## src/rtl/ts_pkg.sv

```systemverilog
package ts_pkg;
  // Event channel indices into evt_strobe and the tag buses
  localparam int EV_TRIG  = 0;
  localparam int EV_START = 1;
  localparam int EV_STOP  = 2;
  localparam int NUM_EV   = 3;
  localparam int WORD_W   = 32;
endpackage

```

## src/rtl/ts_counter.sv

```systemverilog
module ts_counter #(
  parameter int SEC_W         = 32,
  parameter int TICK_W        = 32,
  parameter int TICKS_PER_SEC = 125_000_000
) (
  input  logic              clk,
  input  logic              rst,
  input  logic              set_valid,
  input  logic [SEC_W-1:0]  set_sec,
  output logic [SEC_W-1:0]  sec_q,
  output logic [TICK_W-1:0] tick_q
);
  localparam logic [TICK_W-1:0] LAST_TICK = TICK_W'(TICKS_PER_SEC - 1);

  logic at_last;
  assign at_last = (tick_q == LAST_TICK);

  always_ff @(posedge clk) begin
    if (rst) begin
      sec_q  <= '0;
      tick_q <= '0;
    end else if (set_valid) begin
      sec_q  <= set_sec;
      tick_q <= '0;
    end else if (at_last) begin
      sec_q  <= sec_q + 1'b1;
      tick_q <= '0;
    end else begin
      tick_q <= tick_q + 1'b1;
    end
  end

  // plain step
  a_r2_tick_step: assert property (@(posedge clk) disable iff (rst)
    (!set_valid && tick_q != LAST_TICK) |=> (tick_q == $past(tick_q) + 1'b1) && $stable(sec_q));
  // rollover
  a_r3_rollover: assert property (@(posedge clk) disable iff (rst)
    (!set_valid && tick_q == LAST_TICK) |=> (tick_q == '0) && (sec_q == $past(sec_q) + 1'b1));
  a_r3_in_range: assert property (@(posedge clk) disable iff (rst)
    tick_q < TICK_W'(TICKS_PER_SEC));
  // load wins over everything
  a_r4_load: assert property (@(posedge clk) disable iff (rst)
    set_valid |=> (tick_q == '0) && (sec_q == $past(set_sec)));
endmodule

```

## src/rtl/ts_capture.sv

```systemverilog
module ts_capture #(
  parameter int SEC_W  = 32,
  parameter int TICK_W = 32
) (
  input  logic              clk,
  input  logic              rst,
  input  logic              strobe,
  input  logic [SEC_W-1:0]  cur_sec,
  input  logic [TICK_W-1:0] cur_tick,
  output logic [SEC_W-1:0]  tag_sec,
  output logic [TICK_W-1:0] tag_tick
);
  always_ff @(posedge clk) begin
    if (rst) begin
      tag_sec  <= '0;
      tag_tick <= '0;
    end else if (strobe) begin
      tag_sec  <= cur_sec;
      tag_tick <= cur_tick;
    end
  end

  // both words from the strobe cycle
  a_r6_capture: assert property (@(posedge clk) disable iff (rst)
    strobe |=> (tag_sec == $past(cur_sec)) && (tag_tick == $past(cur_tick)));
  // hold
  a_r8_hold: assert property (@(posedge clk) disable iff (rst)
    !strobe |=> $stable(tag_sec) && $stable(tag_tick));
endmodule

```

## src/rtl/ts_timebase.sv

```systemverilog
module ts_timebase
  import ts_pkg::*;
#(
  parameter int SEC_W         = WORD_W,
  parameter int TICK_W        = WORD_W,
  parameter int TICKS_PER_SEC = 125_000_000,
  parameter int N_EVT         = NUM_EV
) (
  input  logic                    clk,
  input  logic                    rst,
  input  logic                    set_valid,
  input  logic [SEC_W-1:0]        set_sec,
  input  logic [N_EVT-1:0]        evt_strobe,
  output logic [SEC_W-1:0]        now_sec,
  output logic [TICK_W-1:0]       now_tick,
  output logic [N_EVT*SEC_W-1:0]  tag_sec,
  output logic [N_EVT*TICK_W-1:0] tag_tick
);
  ts_counter #(
    .SEC_W(SEC_W), .TICK_W(TICK_W), .TICKS_PER_SEC(TICKS_PER_SEC)
  ) u_cnt (
    .clk(clk), .rst(rst), .set_valid(set_valid), .set_sec(set_sec),
    .sec_q(now_sec), .tick_q(now_tick)
  );

  for (genvar i = 0; i < N_EVT; i++) begin : g_cap
    ts_capture #(.SEC_W(SEC_W), .TICK_W(TICK_W)) u_cap (
      .clk(clk), .rst(rst), .strobe(evt_strobe[i]),
      .cur_sec(now_sec), .cur_tick(now_tick),
      .tag_sec(tag_sec[i*SEC_W +: SEC_W]),
      .tag_tick(tag_tick[i*TICK_W +: TICK_W])
    );
  end

  // strobes in one cycle yield equal tags for the first two channels
  if (N_EVT > 1) begin : g_same
    a_r9_same_time: assert property (@(posedge clk) disable iff (rst)
      (evt_strobe[0] && evt_strobe[1]) |=>
        (tag_sec[0 +: SEC_W] == tag_sec[SEC_W +: SEC_W]) &&
        (tag_tick[0 +: TICK_W] == tag_tick[TICK_W +: TICK_W]));
  end
endmodule

```

## config.mk

```make
export PLATFORM = sky130hd
export DESIGN_NAME = ts_timebase
export DESIGN_NICKNAME = d
export VERILOG_FILES = /design/src/rtl/ts_pkg.sv /design/src/rtl/ts_counter.sv /design/src/rtl/ts_capture.sv /design/src/rtl/ts_timebase.sv
export SDC_FILE = /design/constraint.sdc
export NUM_CORES = 1
export LEC_CHECK = 0
export BUFFER_PORTS_ARGS = -buffer_cell sky130_fd_sc_hd__buf_2
export CAP_MARGIN = 10
export CORE_ASPECT_RATIO = 1.1
export CORE_MARGIN = 10
export CORE_UTILIZATION = 55
export CTS_CLUSTER_DIAMETER = 40
export DETAILED_ROUTE_END_ITERATION = 10
export PLACE_DENSITY = 0.87
export SYNTH_ARGS = -nofsm -noshare
export SYNTH_HDL_FRONTEND = slang
export SYNTH_SLANG_ARGS = --single-unit
export TNS_END_PERCENT = 10
```

## constraint.sdc

```tcl
create_clock -name clk -period 4.7 [get_ports clk]
set_clock_uncertainty 0.15 [all_clocks]
set_input_delay 0.94 -clock clk [delete_from_list [all_inputs] [get_ports clk]]
set_output_delay 0.94 -clock clk [all_outputs]
set_load 0.1 [all_outputs]
```

# Word level (Yosys, flattened, before mapping)
# Cells that the tools add are included.
totals:
  regBits: 256
  latch_bits: 0
  ram_bits: 0
  romBits: 0
  input_bits: 38
  output_inout_bits: 256
  wordCells: 15
  memories: 0
classes:
  addsub: 2
  multipliers: 0
  div_mod_pow: 0
  order_cmp: 0
  n_eq_ne: 1
  shifts: 0
  muxes: 2
  n_bitwise: 0
  reduce_logical: 2
ops:
  columns: ["operator", "n"]
  rows:
  - ["adder 32 x 1 -> 32 bit, second input constant", 2]
  - ["2-to-1 mux 32 bit", 2]
  - ["== test 32 x 27 -> 1 bit, second input constant", 1]
  - ["OR reduction 3 bit", 1]
  - ["nonzero test 2 bit", 1]

# Logic depth before layout (Yosys ltp)
depth:
  ltp_word: 3
  depth_mapped: 9
  mapped_depth_nobuf: 6

# Modules after synthesis
# From an unflattened synthesis, not the netlist that was laid out.
unflattened:
  hier_cells: 1055
  area_unflattened_um2: 10400.0
modules_own_cells:
  columns: ["mod", "instances", "cells_per_inst", "area_each_um2", "seq_area_each_um2"]
  rows:
  - ["ts_capture", 3, 206, 2290.9, 1281.2]
  - ["ts_counter", 1, 437, 3527.1, 1281.2]

# Worst setup path before layout
# OpenSTA, ideal clock, no wires.
synth_timing:
  path_type: "register to register"
  from: "register u_cnt.tick_q[0]"
  to: "register u_cnt.sec_q[29]"
  setup_ns: 0.091
  t_arrival_ns: 2.942
  required_time_ns: 4.459
  path_slack_ns: 1.517
  path_stages_with_launch: 8
  path_buffers: 1
  period_less_slack_ns: 3.183
  path_cell_list: "dfxtp_1 -> ha_1 -> and3_1 -> nand2_1 -> or4_4 -> buf_6 -> or4_1 -> a311oi_1"
synth_via:
  elab_chain_len: 2
synth_lines:
  columns: ["item", "line_no", "rtl"]
  rows:
  - ["from (decl)", "ts_counter.sv:11", "output logic [TICK_W-1:0] tick_q"]
  - ["from (signal assigned)", "ts_counter.sv:29", "tick_q <= tick_q + 1'b1;"]
  - ["== test 32 x 27 -> 1 bit", "ts_counter.sv:16", "assign at_last = (tick_q == LAST_TICK);"]
  - ["nonzero test 2 bit (no line)", null, null]
  - ["to (signal assigned)", "ts_counter.sv:23", "sec_q <= set_sec;"]
  - ["to (signal assigned)", "ts_counter.sv:26", "sec_q <= sec_q + 1'b1;"]
  - ["to (decl)", "ts_counter.sv:10", "output logic [SEC_W-1:0] sec_q,"]
# Every way passes these cells.
# A chain may end at the register's enable or synchronous reset.

# Worst setup path after layout
layout_timing:
  from: "register u_cnt.tick_q[6]"
  to: "register u_cnt.sec_q[23]"
# Same word-level chain as after synthesis.

==> results.txt <==
----------------------------------------------------
[Routing]
  Number of nets with antenna violations after detailed routing ... 0
  Routed wire length ... 30260 µm
  Number of DRC violations after detailed routing ... 0
  First-pass iteration count of the detailed router ... 5
  Vias ... 8715
  DRT iter0 DRCs ... ~540
  Avg Vias per Cell ... 5.502
  WL per Instance ... 19.10 µm

[Worst setup path]
  Capturing point of the worst reg2reg path ... u_cnt.sec_q[23]$_SDFFE_PP0P_
  Worst reg2reg path depth ... 5
  Data arrival time of the critical path ... roughly 3500 ps
  Register-to-register setup slack ... around 1500 ps
  Ordered cell list for the critical path ... nor4_2 -> nand4_1 -> or4_4 -> or4_1 -> a311oi_1
  Standard cell with the maximum stage delay on the critical path ... sky130_fd_sc_hd__or4_4
  Critical path's largest stage delay ... between 800 and 900 ps
  Critical Path RT ... between 4000 and 5000 ps
  Start of the worst register-to-register path ... u_cnt.tick_q[6]$_SDFF_PP0_
  Kind of start point of the critical path ... register
  Critical path type ... register to register
  Highest net fanout along the worst path ... 21
  Critical path capture point type ... register

[Placement]
  Placer Congestion ... around 0.83
  Number of port buffers ... 293
  HPWL Detailed ... between 20000 and 25000 µm

[Finish]
  Layout cells sized above 1 ... 27.08%
  Signed area change from the synthesized netlist to the final layout ... 24.89%
  Layout Nets ... around 1400
  Count of filler cells inserted in the layout ... ~1400
  Core utilization of the finished layout ... 69.55%

[Synth]
  Largest cells by area after synthesis ... sky130_fd_sc_hd__dfxtp_1 50%, sky130_fd_sc_hd__mux2i_1 19%, sky130_fd_sc_hd__nor2_1 9.4%
  Share of the yosys chip area belonging to registers ... between 50% and 60%
  Fraction of synthesized cell area in xor and xnor cells ... approximately 3.2%
  Dominant combinational cell family by area after synthesis ... multiplexers
  Register bit total from synthesis ... between 200 and 300
  Most used standard cells in the synthesized netlist ... 256 x sky130_fd_sc_hd__dfxtp_1, 256 x sky130_fd_sc_hd__nor2_1, 194 x sky130_fd_sc_hd__mux2i_1
  Number of instances in the synthesized netlist ... ~1100
  Largest area contributor in the synthesized netlist ... sky130_fd_sc_hd__dfxtp_1
  Number of flops mapped to enable cells by yosys ... 0
  Dominant synthesized flop cell ... sky130_fd_sc_hd__dfxtp_1
  YS warnings ... 0
  Net count after synthesis ... 1109
  Post-Synth Adder-Cell Area ... less than 1%
  Proportion of register bits with asynchronous set or reset after synthesis ... 0%
  Mapped Area ... roughly 0.010 mm²
  Mean instance size in the synthesized netlist ... ~9.5 µm²
  Compound-Gate Fraction of Synth Area ... roughly 4.4%
  Share of cell area taken by muxes after synthesis ... approximately a fifth
  Synth top area share ... approximately 50%
  Simple-gate share of the synthesized area ... around a fifth
  Synth cell types ... 45

[STA]
  TNS Setup ... 0 ps
  Setup violators final ... 0
  Highest achievable clock rate ... 313.5 MHz
  Number of pins with negative max-slew slack in the final report ... 0
  Final count of hold timing violations ... 0
  Period Utilization, post-route ... 67.86%
  Setup repair after global routing missed its margin ... false
  Actual transition at the worst max-transition pin ... 1128 ps
  Worst hold-check slack ... between 300 and 400 ps
  Max transition margin ... about a quarter
  Final critical path time including I/O delays and setup ... around 3200 ps

[Power]
  Worst supply voltage drop on vdd ... 0.4373 mV
  Power Density ... ~420 mW/mm²
  Static leakage power ... slightly above 6 nW

[Global routing]
  Antenna violations before repair ... 6
  Global routing usage summed across all routing layers ... between 20% and 30%
  Vias in the first global route ... about 8600
  Wire length of the first global-routing pass ... between 40000 and 50000 µm
  Largest net degree at the start of global routing ... 98
  Total global routing overflow ... 0

[Floorplan]
  Count of pins on the block boundary ... slightly below 300
  Starting Density ... roughly 56%
  Height of the die ... around 160 µm
  Die W ... 149.7 µm
  Count of standard-cell rows ... between 50 and 60
  Floorplan core area ... ~0.018 mm²
  Total die area ... roughly 0.024 mm²

[CTS]
  CTS clk-pin slew, worst paths ... about 60 ps
  CTS tree ... built
  Clock root buffer master ... sky130_fd_sc_hd__clkbuf_16
  Post-CTS Hold Fix Bufs ... 0
  Deepest level of the CTS H-tree ... 1
  Count of cells resized by post-cts repair ... 0
  Clock latency on the worst-skew pair ... roughly 540 ps
  Inserted Clock Buffers ... 31
  Num Clock Sinks ... 256
  Buffer depth of the longest clock path ... 3
  Buffer count from post-CTS setup fixing ... 0

[Min path]
  Start point of the worst hold path ... g_cap[1].u_cap.tag_sec[10]$_SDFFE_PP0P_
  Worst Hold Path Cells ... 2
  Worst min path class ... register to register
  Sink of the worst hold path ... g_cap[1].u_cap.tag_sec[10]$_SDFFE_PP0P_

[Outcome]
  Status ... finished clean

[Job]
  Max-Cap Viols ... 0

----------------------------------------------------
-- power by group --
part,total (mW),switching (mW),internal (mW)
clock network,2.36,0.951,1.41
registers,2.30,0.0701,2.23
logic,0.728,0.589,0.139
total,5.39,1.61,3.78
-- worst max path at each step --
stage                               startpoint                           end  cells past startpoint
floorplan           u_cnt.tick_q[0]$_SDFF_PP0_  u_cnt.sec_q[29]$_SDFFE_PP0P_                      7
global placement    u_cnt.tick_q[6]$_SDFF_PP0_  u_cnt.sec_q[31]$_SDFFE_PP0P_                      5
CTS                 u_cnt.tick_q[6]$_SDFF_PP0_  u_cnt.sec_q[23]$_SDFFE_PP0P_                      5
global route        u_cnt.tick_q[6]$_SDFF_PP0_  u_cnt.sec_q[31]$_SDFFE_PP0P_                      5
finish              u_cnt.tick_q[6]$_SDFF_PP0_  u_cnt.sec_q[23]$_SDFFE_PP0P_                      5
detailed placement  u_cnt.tick_q[6]$_SDFF_PP0_  u_cnt.sec_q[31]$_SDFFE_PP0P_                      5
-- state kept, by name, indices dropped and copies added (netlist names) --
name,cells
g_cap.u_cap.tag_sec,96
g_cap.u_cap.tag_tick,96
u_cnt.sec_q,32
u_cnt.tick_q,32
-- through the flow --
step | cell area, µm² | worst slack [ps] | cells | total power, mW
floorplan | 10180 | 1517 | 1069 | 2.937
detailed placement | 11670 | 1641 | 1524 | 3.074
finish | 12710 | 1510 | 1584 | 5.387
global placement | 11670 | 1713 | 1524 | 3.063
CTS | 12700 | 1587 | 1580 | 5.418
global route | 12710 | 1341 | 1582 | 5.544
-- worst max-delay path, delay by kind of cell (launching register included) --
kind | cells | cell delay (ps)
AND/OR/NAND/NOR | 4 | 2100
flip-flops | 1 | 430
AO/OA/AOI/OAI | 1 | 370
-- cell usage in the layout (no fill, tap or decap), types with 7 or more instances in the layout --
cell type                   count
sky130_fd_sc_hd__xnor2_1       26
sky130_fd_sc_hd__inv_1         12
sky130_fd_sc_hd__clkbuf_16     31
sky130_fd_sc_hd__a211oi_1       7
sky130_fd_sc_hd__a21oi_1        9
sky130_fd_sc_hd__and3_1        18
sky130_fd_sc_hd__xor2_1        11
sky130_fd_sc_hd__a311oi_1      11
sky130_fd_sc_hd__nor3_1        11
sky130_fd_sc_hd__dfxtp_1      256
sky130_fd_sc_hd__and2_1         8
sky130_fd_sc_hd__buf_2        289
sky130_fd_sc_hd__o21ai_0        8
sky130_fd_sc_hd__mux2i_1      194
sky130_fd_sc_hd__nor4_1        18
sky130_fd_sc_hd__nor2_1       256
sky130_fd_sc_hd__nand4_1       18
sky130_fd_sc_hd__buf_4         10
sky130_fd_sc_hd__nand3_1       28
sky130_fd_sc_hd__or3_1          9
sky130_fd_sc_hd__and4_1         8
sky130_fd_sc_hd__nand2_1       26
-- final cells by class --
type                            instances  area, µm²  share of cell area [%]
Antenna cell                            4      10.01                 0.07872
Clock buffer                           34      797.0                   6.268
Multi-Input combinational cell        713       4663                   36.68
Sequential cell                       256       5125                   40.31
Clock inverter                         22      237.7                   1.870
Timing Repair Buffer                  300       1533                   12.05
Inverter                               12      45.04                  0.3543
Tap cell                              243      304.0                   2.391
-- metal layers --
| metal | GRT usage, % | routed length, µm | share of wire (%) |
|---|---|---|---|
| met2 | 40.01 | 14700 | 49 |
| met1 | 26.90 | 11770 | 39 |
| met5 | 0 | 32 | 0.11 |
| met3 | 6.504 | 2724 | 9.0 |
| met4 | 9.063 | 1027 | 3.4 |
-- cell families (layout without fill, tap and decap cells) --
group,Yosys count,after routing
simple gates,419,419
compound gates,61,61
buf+inv,100,368
xor+xnor,37,37
mux,194,194
flops,256,256
fa+ha+maj,2,2
other cells,0,4
No activity file was read; power rests on OpenSTA's default activity.
